--- config.mk ---
export PLATFORM = sky130hd
export DESIGN_NAME = txn_rx_gate
export DESIGN_NICKNAME = d
export VERILOG_FILES = /design/src/rtl/txn_rx_pkg.sv /design/src/rtl/txn_byte_queue.sv /design/src/rtl/txn_stage_buf.sv /design/src/rtl/txn_rx_gate.sv
export SDC_FILE = /design/constraint.sdc
export NUM_CORES = 1
export LEC_CHECK = 0
export BUFFER_PORTS_ARGS = -buffer_cell sky130_fd_sc_hd__buf_4
export CORE_ASPECT_RATIO = 2
export CORE_MARGIN = 8
export CORE_UTILIZATION = 30
export DETAILED_ROUTE_END_ITERATION = 8
export HOLD_SLACK_MARGIN = 0.05
export PLACE_DENSITY = 0.49
export SYNTH_ARGS = -nofsm -noshare
export SYNTH_HDL_FRONTEND = slang
export SYNTH_HIERARCHICAL = 1
export SYNTH_SLANG_ARGS = --single-unit
--- constraint.sdc ---
create_clock -name clk -period 6.85 [get_ports clk]
set_input_delay 0 -clock clk [delete_from_list [all_inputs] [get_ports clk]]
set_output_delay 0 -clock clk [all_outputs]
set_load 0.05 [all_outputs]
--- src/rtl/txn_rx_pkg.sv ---
package txn_rx_pkg;

    typedef enum logic [0:0] {
        ST_ACCEPT = 1'b0,
        ST_MOVE   = 1'b1
    } gate_state_e;

    typedef struct packed {
        gate_state_e state;
        logic        to_posted;
        logic        ovf;
    } gate_regs_t;

    localparam gate_regs_t GATE_RESET = '{state: ST_ACCEPT, to_posted: 1'b0, ovf: 1'b0};

endpackage

--- src/rtl/txn_byte_queue.sv ---
module txn_byte_queue #(
    parameter int DEPTH = 16,
    parameter int NEED  = 5
) (
    input  logic       clk,
    input  logic       rst_n,
    input  logic       push,
    input  logic [7:0] wdata,
    input  logic       pop,
    output logic [7:0] rdata,
    output logic       empty,
    output logic       full,
    output logic       free
);
    localparam int AW = (DEPTH > 1) ? $clog2(DEPTH) : 1;
    localparam int CW = $clog2(DEPTH + 1);

    typedef struct packed {
        logic [AW-1:0] wp;
        logic [AW-1:0] rp;
        logic [CW-1:0] cnt;
        logic          free;
    } q_regs_t;

    q_regs_t    r_q, r_d;
    logic [7:0] mem_q [DEPTH];
    logic       do_push;
    logic       do_pop;

    function automatic logic [AW-1:0] step(input logic [AW-1:0] p);
        return (p == AW'(DEPTH - 1)) ? '0 : p + 1'b1;
    endfunction

    always_comb begin
        r_d     = r_q;
        do_push = push && (r_q.cnt != CW'(DEPTH));
        do_pop  = pop && (r_q.cnt != '0);
        if (do_push) r_d.wp = step(r_q.wp);
        if (do_pop)  r_d.rp = step(r_q.rp);
        if (do_push && !do_pop)      r_d.cnt = r_q.cnt + CW'(1);
        else if (do_pop && !do_push) r_d.cnt = r_q.cnt - CW'(1);
        r_d.free = (DEPTH - int'(r_d.cnt)) >= NEED;
    end

    always_ff @(posedge clk or negedge rst_n) begin
        if (!rst_n) begin
            r_q <= '{wp: '0, rp: '0, cnt: '0, free: (DEPTH >= NEED)};
        end else begin
            r_q <= r_d;
        end
    end

    always_ff @(posedge clk) begin
        if (do_push) mem_q[r_q.wp] <= wdata;
    end

    assign rdata = mem_q[r_q.rp];
    assign empty = (r_q.cnt == '0);
    assign full  = (r_q.cnt == CW'(DEPTH));
    assign free  = r_q.free;

endmodule

--- src/rtl/txn_stage_buf.sv ---
module txn_stage_buf #(
    parameter int DEPTH = 13
) (
    input  logic       clk,
    input  logic       rst_n,
    input  logic       push,
    input  logic [7:0] wdata,
    input  logic       mark,
    input  logic       drop,
    input  logic       pop,
    output logic [7:0] rdata,
    output logic       empty,
    output logic       full,
    output logic       one_left
);
    localparam int AW = (DEPTH > 1) ? $clog2(DEPTH) : 1;
    localparam int CW = $clog2(DEPTH + 1);

    typedef struct packed {
        logic [AW-1:0] wp;
        logic [AW-1:0] rp;
        logic [AW-1:0] mk;
        logic [CW-1:0] cnt;
        logic [CW-1:0] pend;
    } s_regs_t;

    s_regs_t    r_q, r_d;
    logic [7:0] mem_q [DEPTH];
    logic       do_push;
    logic       do_pop;

    function automatic logic [AW-1:0] step(input logic [AW-1:0] p);
        return (p == AW'(DEPTH - 1)) ? '0 : p + 1'b1;
    endfunction

    always_comb begin
        r_d     = r_q;
        do_push = push && !drop && (r_q.cnt != CW'(DEPTH));
        do_pop  = pop && (r_q.cnt != '0);
        if (drop) begin
            r_d.wp   = r_q.mk;
            r_d.cnt  = r_q.cnt - r_q.pend;
            r_d.pend = '0;
        end else begin
            if (do_push) begin
                r_d.wp   = step(r_q.wp);
                r_d.pend = r_q.pend + CW'(1);
            end
            if (do_push && !do_pop)      r_d.cnt = r_q.cnt + CW'(1);
            else if (do_pop && !do_push) r_d.cnt = r_q.cnt - CW'(1);
            if (mark) begin
                r_d.mk   = r_d.wp;
                r_d.pend = '0;
            end
        end
        if (do_pop) r_d.rp = step(r_q.rp);
    end

    always_ff @(posedge clk or negedge rst_n) begin
        if (!rst_n) begin
            r_q <= '0;
        end else begin
            r_q <= r_d;
        end
    end

    always_ff @(posedge clk) begin
        if (do_push) mem_q[r_q.wp] <= wdata;
    end

    assign rdata    = mem_q[r_q.rp];
    assign empty    = (r_q.cnt == '0);
    assign full     = (r_q.cnt == CW'(DEPTH));
    assign one_left = (r_q.cnt == CW'(1));

endmodule

--- src/rtl/txn_rx_gate.sv ---
module txn_rx_gate
    import txn_rx_pkg::*;
#(
    parameter int HDR_BYTES   = 4,
    parameter int MAX_PAYLOAD = 8,
    parameter int PQ_DEPTH    = 32,
    parameter int NP_DEPTH    = 16
) (
    input  logic       clk,
    input  logic       rst_n,
    input  logic       in_valid,
    input  logic [7:0] in_data,
    input  logic       in_last,
    input  logic       in_crc_err,
    input  logic       in_posted,
    output logic       in_ready,
    input  logic       pq_pop,
    output logic [7:0] pq_data,
    output logic       pq_empty,
    output logic       pq_free,
    input  logic       np_pop,
    output logic [7:0] np_data,
    output logic       np_empty,
    output logic       np_free
);
    localparam int CMD_BYTES   = 1;
    localparam int NP_NEED     = CMD_BYTES + HDR_BYTES;
    localparam int PQ_NEED     = NP_NEED + MAX_PAYLOAD;
    localparam int STAGE_DEPTH = PQ_NEED;

    gate_regs_t r_q, r_d;

    logic       accept_fire;
    logic       is_drop;
    logic       go_move;
    logic       move_byte;
    logic       tgt_full;
    logic       stg_push;
    logic       stg_empty;
    logic       stg_full;
    logic       stg_one_left;
    logic [7:0] stg_rdata;
    logic       pq_push;
    logic       np_push;
    logic       pq_full;
    logic       np_full;

    always_comb begin
        r_d         = r_q;
        accept_fire = in_valid && (r_q.state == ST_ACCEPT);
        is_drop     = accept_fire && in_last && (in_crc_err || r_q.ovf || stg_full);
        stg_push    = accept_fire && !stg_full && !is_drop;
        go_move     = accept_fire && in_last && !is_drop;
        tgt_full    = r_q.to_posted ? pq_full : np_full;
        move_byte   = (r_q.state == ST_MOVE) && !stg_empty && !tgt_full;
        pq_push     = move_byte && r_q.to_posted;
        np_push     = move_byte && !r_q.to_posted;

        if (accept_fire) r_d.ovf = in_last ? 1'b0 : (r_q.ovf || stg_full);
        if (go_move) begin
            r_d.state     = ST_MOVE;
            r_d.to_posted = in_posted;
        end
        if (move_byte && stg_one_left) r_d.state = ST_ACCEPT;
    end

    always_ff @(posedge clk or negedge rst_n) begin
        if (!rst_n) begin
            r_q <= GATE_RESET;
        end else begin
            r_q <= r_d;
        end
    end

    assign in_ready = (r_q.state == ST_ACCEPT);

    txn_stage_buf #(.DEPTH(STAGE_DEPTH)) u_stage (
        .clk      (clk),
        .rst_n    (rst_n),
        .push     (stg_push),
        .wdata    (in_data),
        .mark     (go_move),
        .drop     (is_drop),
        .pop      (move_byte),
        .rdata    (stg_rdata),
        .empty    (stg_empty),
        .full     (stg_full),
        .one_left (stg_one_left)
    );

    txn_byte_queue #(.DEPTH(PQ_DEPTH), .NEED(PQ_NEED)) u_pq (
        .clk   (clk),
        .rst_n (rst_n),
        .push  (pq_push),
        .wdata (stg_rdata),
        .pop   (pq_pop),
        .rdata (pq_data),
        .empty (pq_empty),
        .full  (pq_full),
        .free  (pq_free)
    );

    txn_byte_queue #(.DEPTH(NP_DEPTH), .NEED(NP_NEED)) u_np (
        .clk   (clk),
        .rst_n (rst_n),
        .push  (np_push),
        .wdata (stg_rdata),
        .pop   (np_pop),
        .rdata (np_data),
        .empty (np_empty),
        .full  (np_full),
        .free  (np_free)
    );

endmodule

* Word-level counts from Yosys, hierarchy flattened
Memories as Yosys holds them, arrays and structs flattened. Cells that the tools add are included.
Word-level totals: bits in writable memories 488, input port bits 16, output and inout bits 21, memories kept 3, bits in registers 54
Operators by class: reductions and logical operators 48, equal/unequal tests 13, bitwise gates (word level) 2, add/sub/neg operators 16, mux-type cells 27, $lt $le $gt $ge 2
Memory list:
- u_pq.mem_q | words 32, bits a word 8, rd ports 1, clocked after memory_dff 0, write ports 1, RTL line txn_byte_queue.sv:26 | logic [7:0] mem_q [DEPTH];
- u_np.mem_q | words 16, bits a word 8, rd ports 1, clocked after memory_dff 0, write ports 1, RTL line txn_byte_queue.sv:26
- u_stage.mem_q | words 13, bits a word 8, rd ports 1, clocked after memory_dff 0, write ports 1, RTL line txn_stage_buf.sv:28 | logic [7:0] mem_q [DEPTH];
Operator list (count):
- 4-bit 2-to-1 mux | 10
- 32-bit by 4-bit greater-or-equal comparator with 1-bit output (second input constant) | 1
- 32-bit by 5-bit greater-or-equal comparator with 1-bit output (second input constant) | 1
- 4-bit by 1-bit adder with 4-bit output (second input constant) | 6
- 1-bit logical AND | 24
- 4-bit == test (second input constant) | 5
- 5-bit 2-to-1 mux | 4
- 5-bit by 1-bit adder with 5-bit output (second input constant) | 3
- 5-bit == test (second input constant) | 3
- 6-bit 2-to-1 mux | 2
- 1-bit logical NOT | 11
- 1-bit 2-to-1 mux | 9
- 8-bit 2-to-1 mux | 1
- 6-bit by 6-bit subtractor with 7-bit output (first input constant) | 1
- 6-bit by 1-bit adder with 6-bit output (second input constant) | 1
- 6-bit == test (second input constant) | 1
- 6-bit logical NOT | 1
- 6-bit != test (second input constant) | 1
- 3-bit nonzero test | 2
- 6-bit nonzero test | 1
- 5-bit by 5-bit subtractor with 6-bit output (first input constant) | 1
- 6-bit by 1-bit subtractor with 6-bit output (second input constant) | 1
- 5-bit logical NOT | 1
- 5-bit != test (second input constant) | 1
- 13 further kinds | 16

* Logic depth before layout (Yosys ltp)
Gate-level depths: netlist of the first run.
depth after elaboration 13, gate-level depth with buffers 18, gate-level depth less buffers 17

* Modules after synthesis
Netlist of the first run, hierarchy kept.
By module, submodules not included:
- txn_byte_queue at u_pq | times used 1, area each 11088.1 sq um, cells an instance 546
- txn_byte_queue at u_np | times used 1, area each 5825.6 sq um, cells an instance 314
- txn_stage_buf | times used 1, area each 5430.2 sq um, cells an instance 329
- txn_rx_gate | times used 1, area each 206.4 sq um, cells an instance 18

* Worst setup path after synthesis of the first run
Ideal clock, no wire load.
kind register to register, start reg u_stage/r_q[5] (netlist bit), end reg u_pq.r_q, in the netlist u_pq/free, data required time 6.773 ns, stages on the path, launching flop included 18, setup slack 3.221 ns, data arrival time 3.552 ns, setup time 0.077 ns, period minus slack after synthesis 3.629 ns, cells stage by stage dfrtp_1 -> inv_1 -> ha_1 -> or3b_1 -> inv_1 -> nand2b_1 -> nor3b_1 -> buf_2 -> a21boi_1 -> o211ai_2 -> xnor2_1 -> inv_1 -> ha_1 -> nor2_1 -> or3_1 -> mux2i_1 -> a22oi_1 -> a31oi_1
RTL lines:
- start, declared | RTL line txn_stage_buf.sv:27 | s_regs_t r_q, r_d;
- start signal, assigned | RTL line txn_stage_buf.sv:63 | r_q <= r_d;
- end signal, assigned | RTL line txn_byte_queue.sv:47 | r_q <= '{wp: '0, rp: '0, cnt: '0, free: (DEPTH >= NEED)};
- end signal, assigned | RTL line txn_byte_queue.sv:49 | r_q <= r_d;
- end, declared | RTL line txn_byte_queue.sv:25 | q_regs_t r_q, r_d;

* Worst setup path in the final report of the first run
start reg u_stage/r_q[5] (netlist bit), end mem u_stage.mem_q[2][3] (enable)
On the way: word-level cells in the longest chain between the ends 9
RTL lines:
- 4-bit == test | RTL line txn_stage_buf.sv:73 | assign full = (r_q.cnt == CW'(DEPTH));
- net stg_full | RTL line txn_rx_gate.sv:40 | logic stg_full;
- 1-bit logical OR | RTL line txn_rx_gate.sv:51 | is_drop = accept_fire && in_last && (in_crc_err || r_q.ovf || stg_full);
- 1-bit logical AND | RTL line txn_rx_gate.sv:51
- net is_drop | RTL line txn_rx_gate.sv:34 | logic is_drop;
- 1-bit logical NOT | RTL line txn_rx_gate.sv:52 | stg_push = accept_fire && !stg_full && !is_drop;
- 1-bit logical AND | RTL line txn_rx_gate.sv:52
- net stg_push | RTL line txn_rx_gate.sv:38 | logic stg_push;
- 1-bit logical AND (2 in a row) | RTL line txn_stage_buf.sv:38 | do_push = push && !drop && (r_q.cnt != CW'(DEPTH));
- 1-bit 2-to-1 mux | RTL line txn_stage_buf.sv:68 | if (do_push) mem_q[r_q.wp] <= wdata;
- 1-bit 2-to-1 mux (not written as such) | RTL line txn_stage_buf.sv:68
- end, declared | RTL line txn_stage_buf.sv:28
The timed path passes the listed nets, and every way through them passes these cells.

==> qor.yml, run 1 <==
outcome: "finished clean"
first_pass_iters: 4
clock-sinks: 542
yosys_most_used_dff: "edfxtp_1"
clockRootBuffer: "clkbuf_16"
cts_tree: "built"
cts_resized: 0
viasPerCell: 4.99
routed_wl_mm: 56.6
wl_per_cell_um: 25.3
cts_setup_buffers: 0
fin_crit_sh: 0.636
critPathLaunchType: "register"
cts_max_level: 2
max_cap_viol_count: 0
fin_nets: 1313
drt_iter0_drc: 600
hp-class: "input port to async pin"
drv_slew: 0
io_pins: 37
core-area_sq_um: 74600
finalSetupViolCount: 0
yosys.area.top_type: "edfxtp_1"
worst_slack_ns: 2.49
rows: 142
skew_ns: 0.0225
synth_edf_count: 488
grt_pass1_wl_mm: 83.5
required_ns: 7.04
path_clk_slew_ns: 0.07
clockBufferDepth: 3
fmax_mhz: 230
die_area_sq_um: 84700
ys_ff_latch: 542
tightest_slew_ns: 1.14
total_power_w: 0.0121
initial_core_util: 0.302
grt_max_degree: 55
ys_types: 74
vdd.ir_drop.worst_mv: 0.252
yosysWarnings: 6
fp.dieH_um: 404
overflow: 0
die_x_um: 210
min_period_ns: 4.36
fin_util: 0.344
antenna_found_initial: 1
cts_buffers: 47
seq_area_frac_synth: 0.710
syn_inst: 1207
crit_arrival_ns: 4.55
netlist.area_leader.share: 0.650
avgSynthCellArea_sq_um: 18.7
total_leakage_power_nw: 8.28
vias: 11161
ant_nets: 0
rsz0062_at_grt: "no"
post-place-cells: 2134
gp_congestion: 0.780
synth_nets: 1256
grt_pass1_vias: 12267
area_growth_syn_to_layout_pct: 13.8
dp_slack_ns: 2.46
worstSetupPathType: "register to register"
synthArstFlopShare: 0.0996
ff2ff_path_depth: 12
crit_fanout: 25
worstSetupEndpointType: "register"
netlist_area_sq_um: 22600
instances_no_fill: 2236
drc_errors: 0
hpwlAfterDp_mm: 39.7
track_usage: 0.134
finalHoldViolCount: 0
slew_headroom: 0.237
clk_latency_ns: 0.57
tns_ns: 0
drive_gt1_frac: 0.234
powerDensity_nw_per_um2: 470
n_antenna_cell: 0
synth_area_leaders: "edfxtp_1 (65%), mux4_2 (14%), dfrtp_1 (5.8%)"
portBuffers: 36
-- state kept, by name (all words and copies together), names as in the netlist --
name,flops
u_stage/r_q,20
u_pq/free,1
u_stage/mem_q,104
u_pq/r_q,16
u_np/mem_q,128
r_q,3
u_np/free,1
u_np/r_q,13
u_pq/mem_q,256
-- cells in the mapped netlist, types with 9 or more instances --
cell type and instances:
inv_1 26, nor2b_1 14, edfxtp_1 488, a211oi_1 17
mux4_2 141, buf_1 9, buf_2 10, nand2_1 49
o21ai_0 29, nor2_1 70, and2_1 10, nand3_1 20
ha_1 32, mux2i_1 22, mux2_2 15, a21oi_1 33
nand2b_1 11, nor3_1 20, dfrtp_1 52, clkbuf_1 31
-- critical path: stages, from the launching register on --
cell,delay [ns]
dfrtp_1,0.48
inv_1,0.12
ha_1,0.24
nand3_4,0.17
inv_6,0.07
nor3_1,0.19
nor2_1,0.07
buf_4,0.22
nor4b_1,0.58
nand2b_1,0.31
nor2_2,0.44
nand2_1,0.19
nor3_1,0.88
-- metal layers --
| metal | share of wire | track usage |
|---|---|---|
| met3 | 0.025 | 0.0145 |
| met5 | 0 | 0 |
| met1 | 0.33 | 0.126 |
| met2 | 0.60 | 0.276 |
| met4 | 0.049 | 0.0657 |
-- final timing paths --
| path | from | to | slack [ns] |
|---|---|---|---|
| hold reg to reg | u_stage/r_q[9] | u_stage/r_q[9] | 0.48 |
| setup reg to reg | u_stage/r_q[5] | u_stage/mem_q[2][3] | 2.49 |
| setup / recovery | u_stage/r_q[5] | u_stage/mem_q[2][3] | 2.49 |
| max in group asynchronous | rst_n | u_np/r_q[6] | 6.15 |
| hold / removal | rst_n | u_stage/r_q[8] | 0.06 |
| min in group clk | in_last | u_stage/r_q[9] | 0.08 |
-- report_power, final --
| group | internal [W] | switching, W |
|---|---|---|
| logic | 0.00153 | 0.00265 |
| clock network | 0.00165 | 0.00117 |
| registers | 0.00458 | 0.000479 |
-- through the flow --
step	hold WS (ns)	cell area (sq um)
2_1_floorplan	-0.296	22600
3_3_place_gp	0.158	23900
3_5_place_dp	0.162	23900
4_1_cts	0.0520	25700
5_1_grt	0.102	25700
6_report	0.0585	25700
-- layout by cell type, fill, tap and decap left out, types with 3 or more instances in the layout --
cell type / netlist / layout
nor2_1: 70 / 70
nor3_1: 20 / 18
mux2_2: 15 / 15
nand2b_1: 11 / 11
clkinv_1: 0 / 8
bufinv_16: 0 / 9
ha_1: 32 / 32
dlygate4sd3_1: 0 / 17
clkbuf_16: 0 / 49
mux2i_1: 22 / 22
o21ai_0: 29 / 29
edfxtp_1: 488 / 488
buf_4: 6 / 52
nand4b_1: 3 / 3
nand2_1: 49 / 49
a21oi_4: 0 / 3
clkinv_2: 0 / 6
nor3b_1: 3 / 3
or3_1: 8 / 8
inv_1: 26 / 26
dfrtp_2: 0 / 3
nand3_1: 20 / 20
xnor2_1: 8 / 8
clkbuf_1: 31 / 9
o31ai_1: 5 / 5
and2_1: 10 / 10
mux4_2: 141 / 141
dfrtp_1: 52 / 48
a31oi_1: 6 / 6
a211oi_1: 17 / 17
nor2b_1: 14 / 14
nand3b_1: 7 / 7
a21oi_1: 33 / 30
clkinv_4: 1 / 4
-- cell type report --
type / instances / area (sq um)
well taps: 936 / 1170
flip-flops and latches: 542 / 16000
clock buffers: 58 / 1260
fillers: 6989 / 49000
multi-input cells: 576 / 6170
clock inverters: 27 / 362
inverters: 28 / 115
repair buffers: 69 / 561
-- timing repair --
item / 4_1_cts / 5_1_grt
hold endpoints to repair: 179 / 0
endpoints found under the setup margin: 0 / 0
hold buffers: 17 / 0
-- kinds of logic (layout without fill, tap and decap cells) --
| family | count (synthesis) | count (layout) | synth area share |
|---|---|---|---|
| XOR/XNOR | 11 | 11 | 0.00488 |
| AND/OR/NAND/NOR | 234 | 234 | 0.0549 |
| multiplexers | 179 | 179 | 0.159 |
| flip-flops | 542 | 542 | 0.710 |
| AO/OA/AOI/OAI | 119 | 119 | 0.0345 |
| adder cells (fa/ha/maj) | 33 | 33 | 0.0186 |
| buffers and inverters | 89 | 182 | 0.0185 |
No activity file was read; power rests on OpenSTA's default activity.
==> run 2: changes to the inputs <==
--- a/config.mk
+++ b/config.mk
@@ -11,7 +11,7 @@
 export CORE_UTILIZATION = 30
 export DETAILED_ROUTE_END_ITERATION = 8
 export HOLD_SLACK_MARGIN = 0.05
-export PLACE_DENSITY = 0.49
+export PLACE_DENSITY = 0.51
 export SYNTH_ARGS = -nofsm -noshare
 export SYNTH_HDL_FRONTEND = slang
 export SYNTH_HIERARCHICAL = 1
==> constraint.sdc (replaced) <==
create_clock -name clk -period 4 [get_ports clk]
set_input_delay 0 -clock clk [delete_from_list [all_inputs] [get_ports clk]]
set_output_delay 0 -clock clk [all_outputs]
set_load 0.05 [all_outputs]
==> run 2 against run 1 <==
  * Sequential cell count unchanged
  * Combinational power up 73%
  * Global-route usage down 0.75 points
  * Power up 69%
  * Worst setup slack worse by 2.1 ns
  * Clock power up 64%
  * Critical endpoint is now u_stage/mem_q[2][6]
  * Largest cell class unchanged
==> qor.yml, run 2 (synthesis gave the netlist of run 1 again) <==
outcome: "finished clean"  # unchanged
fp.dieH_um: 404  # unchanged
io_pins: 37  # unchanged
clock-sinks: 542  # unchanged
viasPerCell: 4.94  # was 4.99
largest_registers: "u_pq/mem_q: 256 flops, u_np/mem_q: 128 flops, u_stage/mem_q: 104 flops"  # unchanged
cts_resized: 0  # unchanged
worstSetupEndpointType: "register"  # unchanged
total_leakage_power_nw: 8.63  # was 8.28 nW
drt_iter0_drc: 577  # was 600
overflow: 0  # unchanged
clk_latency_ns: 0.58  # was 0.57 ns
core-area_sq_um: 74600  # unchanged
wl_per_cell_um: 23.1  # was 25.3 um
vias: 11422  # was 11.2k
rsz0062_at_grt: "no"  # unchanged
required_ns: 4.27  # was 7.04 ns
clockBufferDepth: 3  # unchanged
vdd.ir_drop.worst_mv: 0.728  # was 0.252 mV
die_area_sq_um: 84700  # unchanged
grt_pass1_wl_mm: 79.8  # was 83.5 mm
first_pass_iters: 5  # was 4
tightest_slew_ns: 1.05  # was 1.14 ns
fmax_mhz: 276  # was 230 MHz
gp_congestion: 0.768  # was 0.780
multi_input_area_sq_um: 6160  # was 6170 sq um
portBuffers: 36  # unchanged
final_cell_mix: "edfxtp_1 (488), mux4_2 (141), buf_4 (123), nor2_1 (70), clkbuf_16 (50)"  # was edfxtp_1 (488), mux4_2 (141), nor2_1 (70), buf_4 (52)
antenna_found_initial: 0  # was 1
hpwlAfterDp_mm: 36.5  # was 39.7 mm
skew_ns: 0.0260  # was 0.0225 ns
rows: 142  # unchanged
drive_gt1_frac: 0.272  # was 0.234
crit_fanout: 10  # was 25
n_antenna_cell: 0  # unchanged
fillers: 7031  # was 6,989
ff2ff_path_depth: 11  # was 12
initial_core_util: 0.302  # unchanged
fin_nets: 1388  # was 1,313
hp-class: "input port to async pin"  # unchanged
min_period_ns: 3.62  # was 4.36 ns
top_register: "u_pq/mem_q"  # unchanged
area_growth_syn_to_layout_pct: 16.0  # was 13.8%
finalSetupViolCount: 0  # unchanged
track_usage: 0.126  # was 0.134
critPathLaunchType: "register"  # unchanged
path_clk_slew_ns: 0.07  # about the same
final_common_cell: "edfxtp_1"  # unchanged
r2r-start: "u_stage/r_q[4]"  # was u_stage/r_q[5]
clockRootBuffer: "clkbuf_16"  # unchanged
reg2reg_slack_ns: 0.38  # was 2.49 ns
cts_tree: "built"  # unchanged
max_cap_viol_count: 0  # unchanged
cts_setup_buffers: 0  # unchanged
tns_ns: 0  # unchanged
largest_reg_flops: 256  # unchanged
grt_pass1_vias: 12317  # about the same
r2r-end: "u_stage/mem_q[2][6]"  # was u_stage/mem_q[2][3]
drc_errors: 0  # unchanged
drv_slew: 0  # unchanged
ant_nets: 0  # unchanged
crit_arrival_ns: 3.89  # was 4.55 ns
cts_max_level: 2  # unchanged
finalHoldViolCount: 0  # unchanged
worstSetupPathType: "register to register"  # unchanged
slew_headroom: 0.302  # was 0.237
cts_buffers: 48  # was 47
routed_wl_mm: 53.5  # was 56.6 mm
fin_util: 0.351  # was 0.344
seq_area_sq_um: 16000  # about the same
grt_max_degree: 55  # unchanged
powerDensity_nw_per_um2: 781  # was 470 nW/um^2
fin_crit_sh: 0.905  # was 0.636
die_x_um: 210  # unchanged
==> run 2: cell count changes in the layout (fill, tap and decap cells not counted), moves of 2 or more <==
cell | previous run | this run
clkinvlp_4 | 0 | 5
nor3_1 | 18 | 20
clkinv_4 | 4 | 2
clkbuf_1 | 9 | 11
buf_4 | 52 | 123
nor3_2 | 2 | 0
clkbuf_8 | 0 | 2
buf_12 | 0 | 2
bufinv_16 | 9 | 4
==> run 2: metrics by stage <==
stage	hold WS, ns	area (sq um)	setup slack (ns)	std cells	power, W
4_1_cts	0.0643	26200	0.357	2313	0.0209
3_5_place_dp	0.149	24400	0.411	2207	0.0161
3_3_place_gp	0.145	24400	0.474	2207	0.0160
2_1_floorplan	-0.296	22600	0.371	1207	0.0133
6_report	0.0403	26200	0.379	2313	0.0204
5_1_grt	0.0934	26200	0.0163	2313	0.0215
==> run 2: per-layer routing <==
| metal | track usage | part of all wire | vias to the layer above |
|---|---|---|---|
| met4 | 0.0571 | 0.041 | 0 |
| met1 | 0.127 | 0.35 | 6019 |
| met5 | 0 | 0 | - |
| li1 | - | - | 5108 |
| met2 | 0.253 | 0.58 | 218 |
| met3 | 0.0153 | 0.030 | 77 |
==> run 2: how the worst max path moves through the flow <==
stage | startpoint | to | slack (ns) | cells past startpoint
after floorplan | u_stage/r_q[5] | u_pq/free | 0.37 | 17
after global placement | u_stage/r_q[4] | u_pq/free | 0.47 | 17
after detailed placement | u_stage/r_q[4] | u_stage/mem_q[2][7] | 0.41 | 11
after CTS | u_stage/r_q[4] | u_stage/mem_q[2][1] | 0.36 | 11
after global routing | u_stage/r_q[4] | u_pq/free | 0.02 | 17
final | u_stage/r_q[4] | u_stage/mem_q[2][6] | 0.38 | 11
==> run 2: power breakdown <==
group / internal, W / total (W) / switching, W
sequential: 0.00784 / 0.00858 / 0.000731
combinational: 0.00274 / 0.00723 / 0.00449
clock: 0.00259 / 0.00463 / 0.00204
==> run 2: timing repair <==
action	4_1_cts	5_1_grt
hold buffers	18	0
endpoints found under the hold margin	181	0
setup endpoints to repair	0	0
==> run 2: final cells by class <==
| class | count | area share |
|---|---|---|
| flip-flops and latches | 542 | 0.612 |
| multi-input cells | 576 | 0.235 |
| clock buffers | 63 | 0.0504 |
| well taps | 936 | 0.0448 |
| repair buffers | 143 | 0.0437 |
| clock inverters | 25 | 0.00928 |
| inverters | 28 | 0.00440 |
==> run 2: worst max-delay path: stages, from the launching register on <==
cell,delay [ns]
dfrtp_1,0.43
ha_1,0.28
nand3_4,0.18
inv_6,0.08
nor3_1,0.18
nor2_1,0.08
nor4b_1,0.64
nand2b_1,0.36
nor2_2,0.49
nand2_1,0.19
nor3_1,0.18
buf_4,0.20
==> run 3: changes to the inputs <==
--- a/config.mk
+++ b/config.mk
@@ -5,6 +5,7 @@
 export SDC_FILE = /design/constraint.sdc
 export NUM_CORES = 1
 export LEC_CHECK = 0
+export ABC_AREA = 1
 export BUFFER_PORTS_ARGS = -buffer_cell sky130_fd_sc_hd__buf_4
 export CORE_ASPECT_RATIO = 2
 export CORE_MARGIN = 8
==> run 3 against run 2 <==
  * Maximum frequency is 1.1% higher
  * Synthesized area is 2.1% higher
  * Synthesized cell count grew 60%
  * Utilization down 0.25 points
  * Combinational power up 23%
  * Via count is 32% higher
  * Critical path depth is the same
==> qor.yml, run 3 <==
outcome: "finished clean"  # unchanged
tightest_slew_ns: 1.04  # was 1.05 ns
drv_slew: 0  # unchanged
seq_area_frac_synth: 0.695  # was 0.710
drive_gt1_frac: 0.119  # was 0.272
grt_pass1_wl_mm: 95.8  # was 79.8 mm
fmax_mhz: 279  # was 276 MHz
fin_crit_sh: 0.895  # was 0.905
cts_resized: 0  # unchanged
seq_area_sq_um: 16000  # unchanged
vdd.ir_drop.worst_mv: 0.565  # was 0.728 mV
drt_iter0_drc: 920  # was 577
path_clk_slew_ns: 0.07  # about the same
netlist_top_cells_count: "edfxtp_1 (488), nor2_1 (365), o21ai_0 (266), nand2_1 (170), nand3_1 (110)"  # was edfxtp_1 (488), mux4_2 (141), nor2_1 (70), dfrtp_1 (52), nand2_1 (49)
grt_max_degree: 130  # was 55
finalSetupViolCount: 0  # unchanged
hp-class: "input port to async pin"  # unchanged
wl_met3_mm: 1.98  # was 1.60 mm
top_layer: "met4"  # unchanged
ys_types: 45  # was 74
total_power_w: 0.0222  # was 0.0204 W
netlist.area_leader.share: 0.637  # was 0.650
clockRootBuffer: "clkbuf_16"  # unchanged
wl_met1_mm: 22.4  # was 18.6 mm
dpl_cell_area_sq_um: 24600  # was 24,400 sq um
worstSetupEndpointType: "register"  # unchanged
routed_wl_mm: 64.1  # was 53.5 mm
avgSynthCellArea_sq_um: 11.9  # was 18.7 sq um
ant_nets: 0  # unchanged
portBuffers: 36  # unchanged
drc_errors: 0  # unchanged
rows: 143  # was 142
clockBufferDepth: 3  # unchanged
critPathLaunchType: "register"  # unchanged
required_ns: 4.20  # was 4.27 ns
netlist_area_sq_um: 23000  # was 22,600 sq um
fillers: 7443  # was 7,031
finalHoldViolCount: 0  # unchanged
final_cell_mix: "edfxtp_1 (488), nor2_1 (365), o21ai_0 (266), nand2_1 (162), nand3_1 (110)"  # was edfxtp_1 (488), mux4_2 (141), buf_4 (123), nor2_1 (70), clkbuf_16 (50)
first_pass_iters: 5  # unchanged
final_common_cell: "edfxtp_1"  # unchanged
skew_ns: 0.0225  # was 0.0260 ns
rsz0062_at_grt: "no"  # unchanged
vias: 15121  # was 11.4k
yosys.area.top_type: "edfxtp_1"  # unchanged
met2WireLength_mm: 36.6  # was 31.1 mm
slew_headroom: 0.305  # was 0.302
synth_nets: 1983  # was 1,256
viasPerCell: 4.96  # was 4.94
wl_per_cell_um: 21.0  # was 23.1 um
crit_fanout: 17  # was 10
clk_latency_ns: 0.58  # about the same
antenna_found_initial: 0  # unchanged
track_usage: 0.146  # was 0.126
max_cap_viol_count: 0  # unchanged
io_pins: 37  # unchanged
largest_reg_flops: 256  # unchanged
cts_buffers: 47  # was 48
grt_pass1_vias: 15675  # was 12.3k
fp.dieH_um: 408  # was 404 um
hpwlAfterDp_mm: 42.9  # was 36.5 mm
fin_area_sq_um: 26500  # was 26,200 sq um
tns_ns: 0  # unchanged
overflow: 0  # unchanged
die_x_um: 212  # was 210 um
core-area_sq_um: 76000  # was 74,600 sq um
synthArstFlopShare: 0.0996  # unchanged
die_area_sq_um: 86400  # was 84,700 sq um
multi_input_area_sq_um: 6210  # was 6160 sq um
cts_max_level: 2  # unchanged
initial_core_util: 0.303  # was 0.302
clock-sinks: 542  # unchanged
ys_ff_latch: 542  # unchanged
yosysWarnings: 6  # unchanged
yosys_most_used_dff: "edfxtp_1"  # unchanged
synth_area_leaders: "edfxtp_1 (64%), nor2_1 (6.0%), o21ai_0 (5.8%)"  # was edfxtp_1 (65%), mux4_2 (14%), dfrtp_1 (5.8%)
worstSetupPathType: "register to register"  # unchanged
cts_tree: "built"  # unchanged
cts_setup_buffers: 0  # unchanged
min_period_ns: 3.58  # was 3.62 ns
area_growth_syn_to_layout_pct: 15.0  # was 16.0%
n_antenna_cell: 0  # unchanged
total_leakage_power_nw: 9.11  # was 8.63 nW
gp_congestion: 0.882  # was 0.768
powerDensity_nw_per_um2: 838  # was 781 nW/um^2
crit_arrival_ns: 3.78  # was 3.89 ns
synth.most_common_cell: "edfxtp_1"  # unchanged
largest_registers: "u_pq/mem_q: 256 flops, u_np/mem_q: 128 flops, u_stage/mem_q: 104 flops"  # unchanged
hold_ws_ns: 0.0360  # was 0.0403 ns
syn_inst: 1934  # was 1,207
synth_edf_count: 488  # unchanged
fin_nets: 2046  # was 1,388
top_register: "u_pq/mem_q"  # unchanged
run 3: cell count changes in the layout (fill, tap and decap cells not counted), sizes merged, moves of 16 or more:
cell / delta
nor2: +303
o21ai: +255
mux4: -141
nand2: +141
nand3: +103
inv: +59
o22ai: +58
o221ai: +34
o211ai: +31
buf: -26
mux2i: -22
a21oi: -21
a211oi: -17
mux2: -16
run 3: metrics by stage:
stage,std cells,setup WS [ns],util
2_1_floorplan,1934,1.12,-
3_3_place_gp,2944,0.542,0.324
3_5_place_dp,2944,0.421,0.324
4_1_cts,3051,0.389,0.348
5_1_grt,3051,0.111,0.348
6_report,3051,0.419,0.348
run 3: worst paths after layout:
kind                       depth (start not counted)  slack (ns)                  end            from
max in group asynchronous                          2        3.36          u_pq/r_q[7]           rst_n
hold / removal                                     2        0.04       u_stage/r_q[9]           rst_n
setup / recovery                                  11        0.42    u_pq/mem_q[21][1]  u_stage/r_q[5]
setup reg to reg                                  11        0.42    u_pq/mem_q[21][1]  u_stage/r_q[5]
min in group clk                                   2        0.27  u_stage/mem_q[6][6]      in_data[6]
hold reg to reg                                    2        0.49       u_stage/r_q[8]  u_stage/r_q[8]
run 3: timing repair:
action,4_1_cts,5_1_grt
hold buffers,19,0
hold endpoints to repair,178,0
setup endpoints to repair,0,0
run 3: layer usage:
metal	up-vias	GRT usage
met5	-	0
met1	7540	0.146
met4	0	0.0732
met3	133	0.0151
met2	363	0.289
li1	7085	-
run 3: critical path, stage by stage (launching register included):
cell and delay [ns]:
dfrtp_1 0.52, inv_1 0.12, ha_1 0.23, nand2_1 0.17, inv_1 0.06, nor2_1 0.10
nand3_1 0.13, nor2_1 0.27, inv_1 0.12, nor2_4 0.38, nand2_1 0.47, nor2_1 0.64
run 3: power by group:
group          internal [W]  switching [W]
clock network       0.00281        0.00206
logic               0.00222        0.00668
registers           0.00794       0.000472
run 3: cells by family after synthesis:
family / Yosys count / share of synthesized area
simple gates: 718 / 0.137
xor+xnor: 15 / 0.00571
buf+inv: 194 / 0.0357
compound gates: 432 / 0.108
fa+ha+maj: 33 / 0.0183
flops: 542 / 0.695
run 3: final cells by class:
type	count	area share
well taps	1015	0.0480
inverters	90	0.0129
flip-flops and latches	542	0.605
repair buffers	118	0.0376
multi-input cells	1198	0.235
clock buffers	62	0.0489
clock inverters	26	0.0131
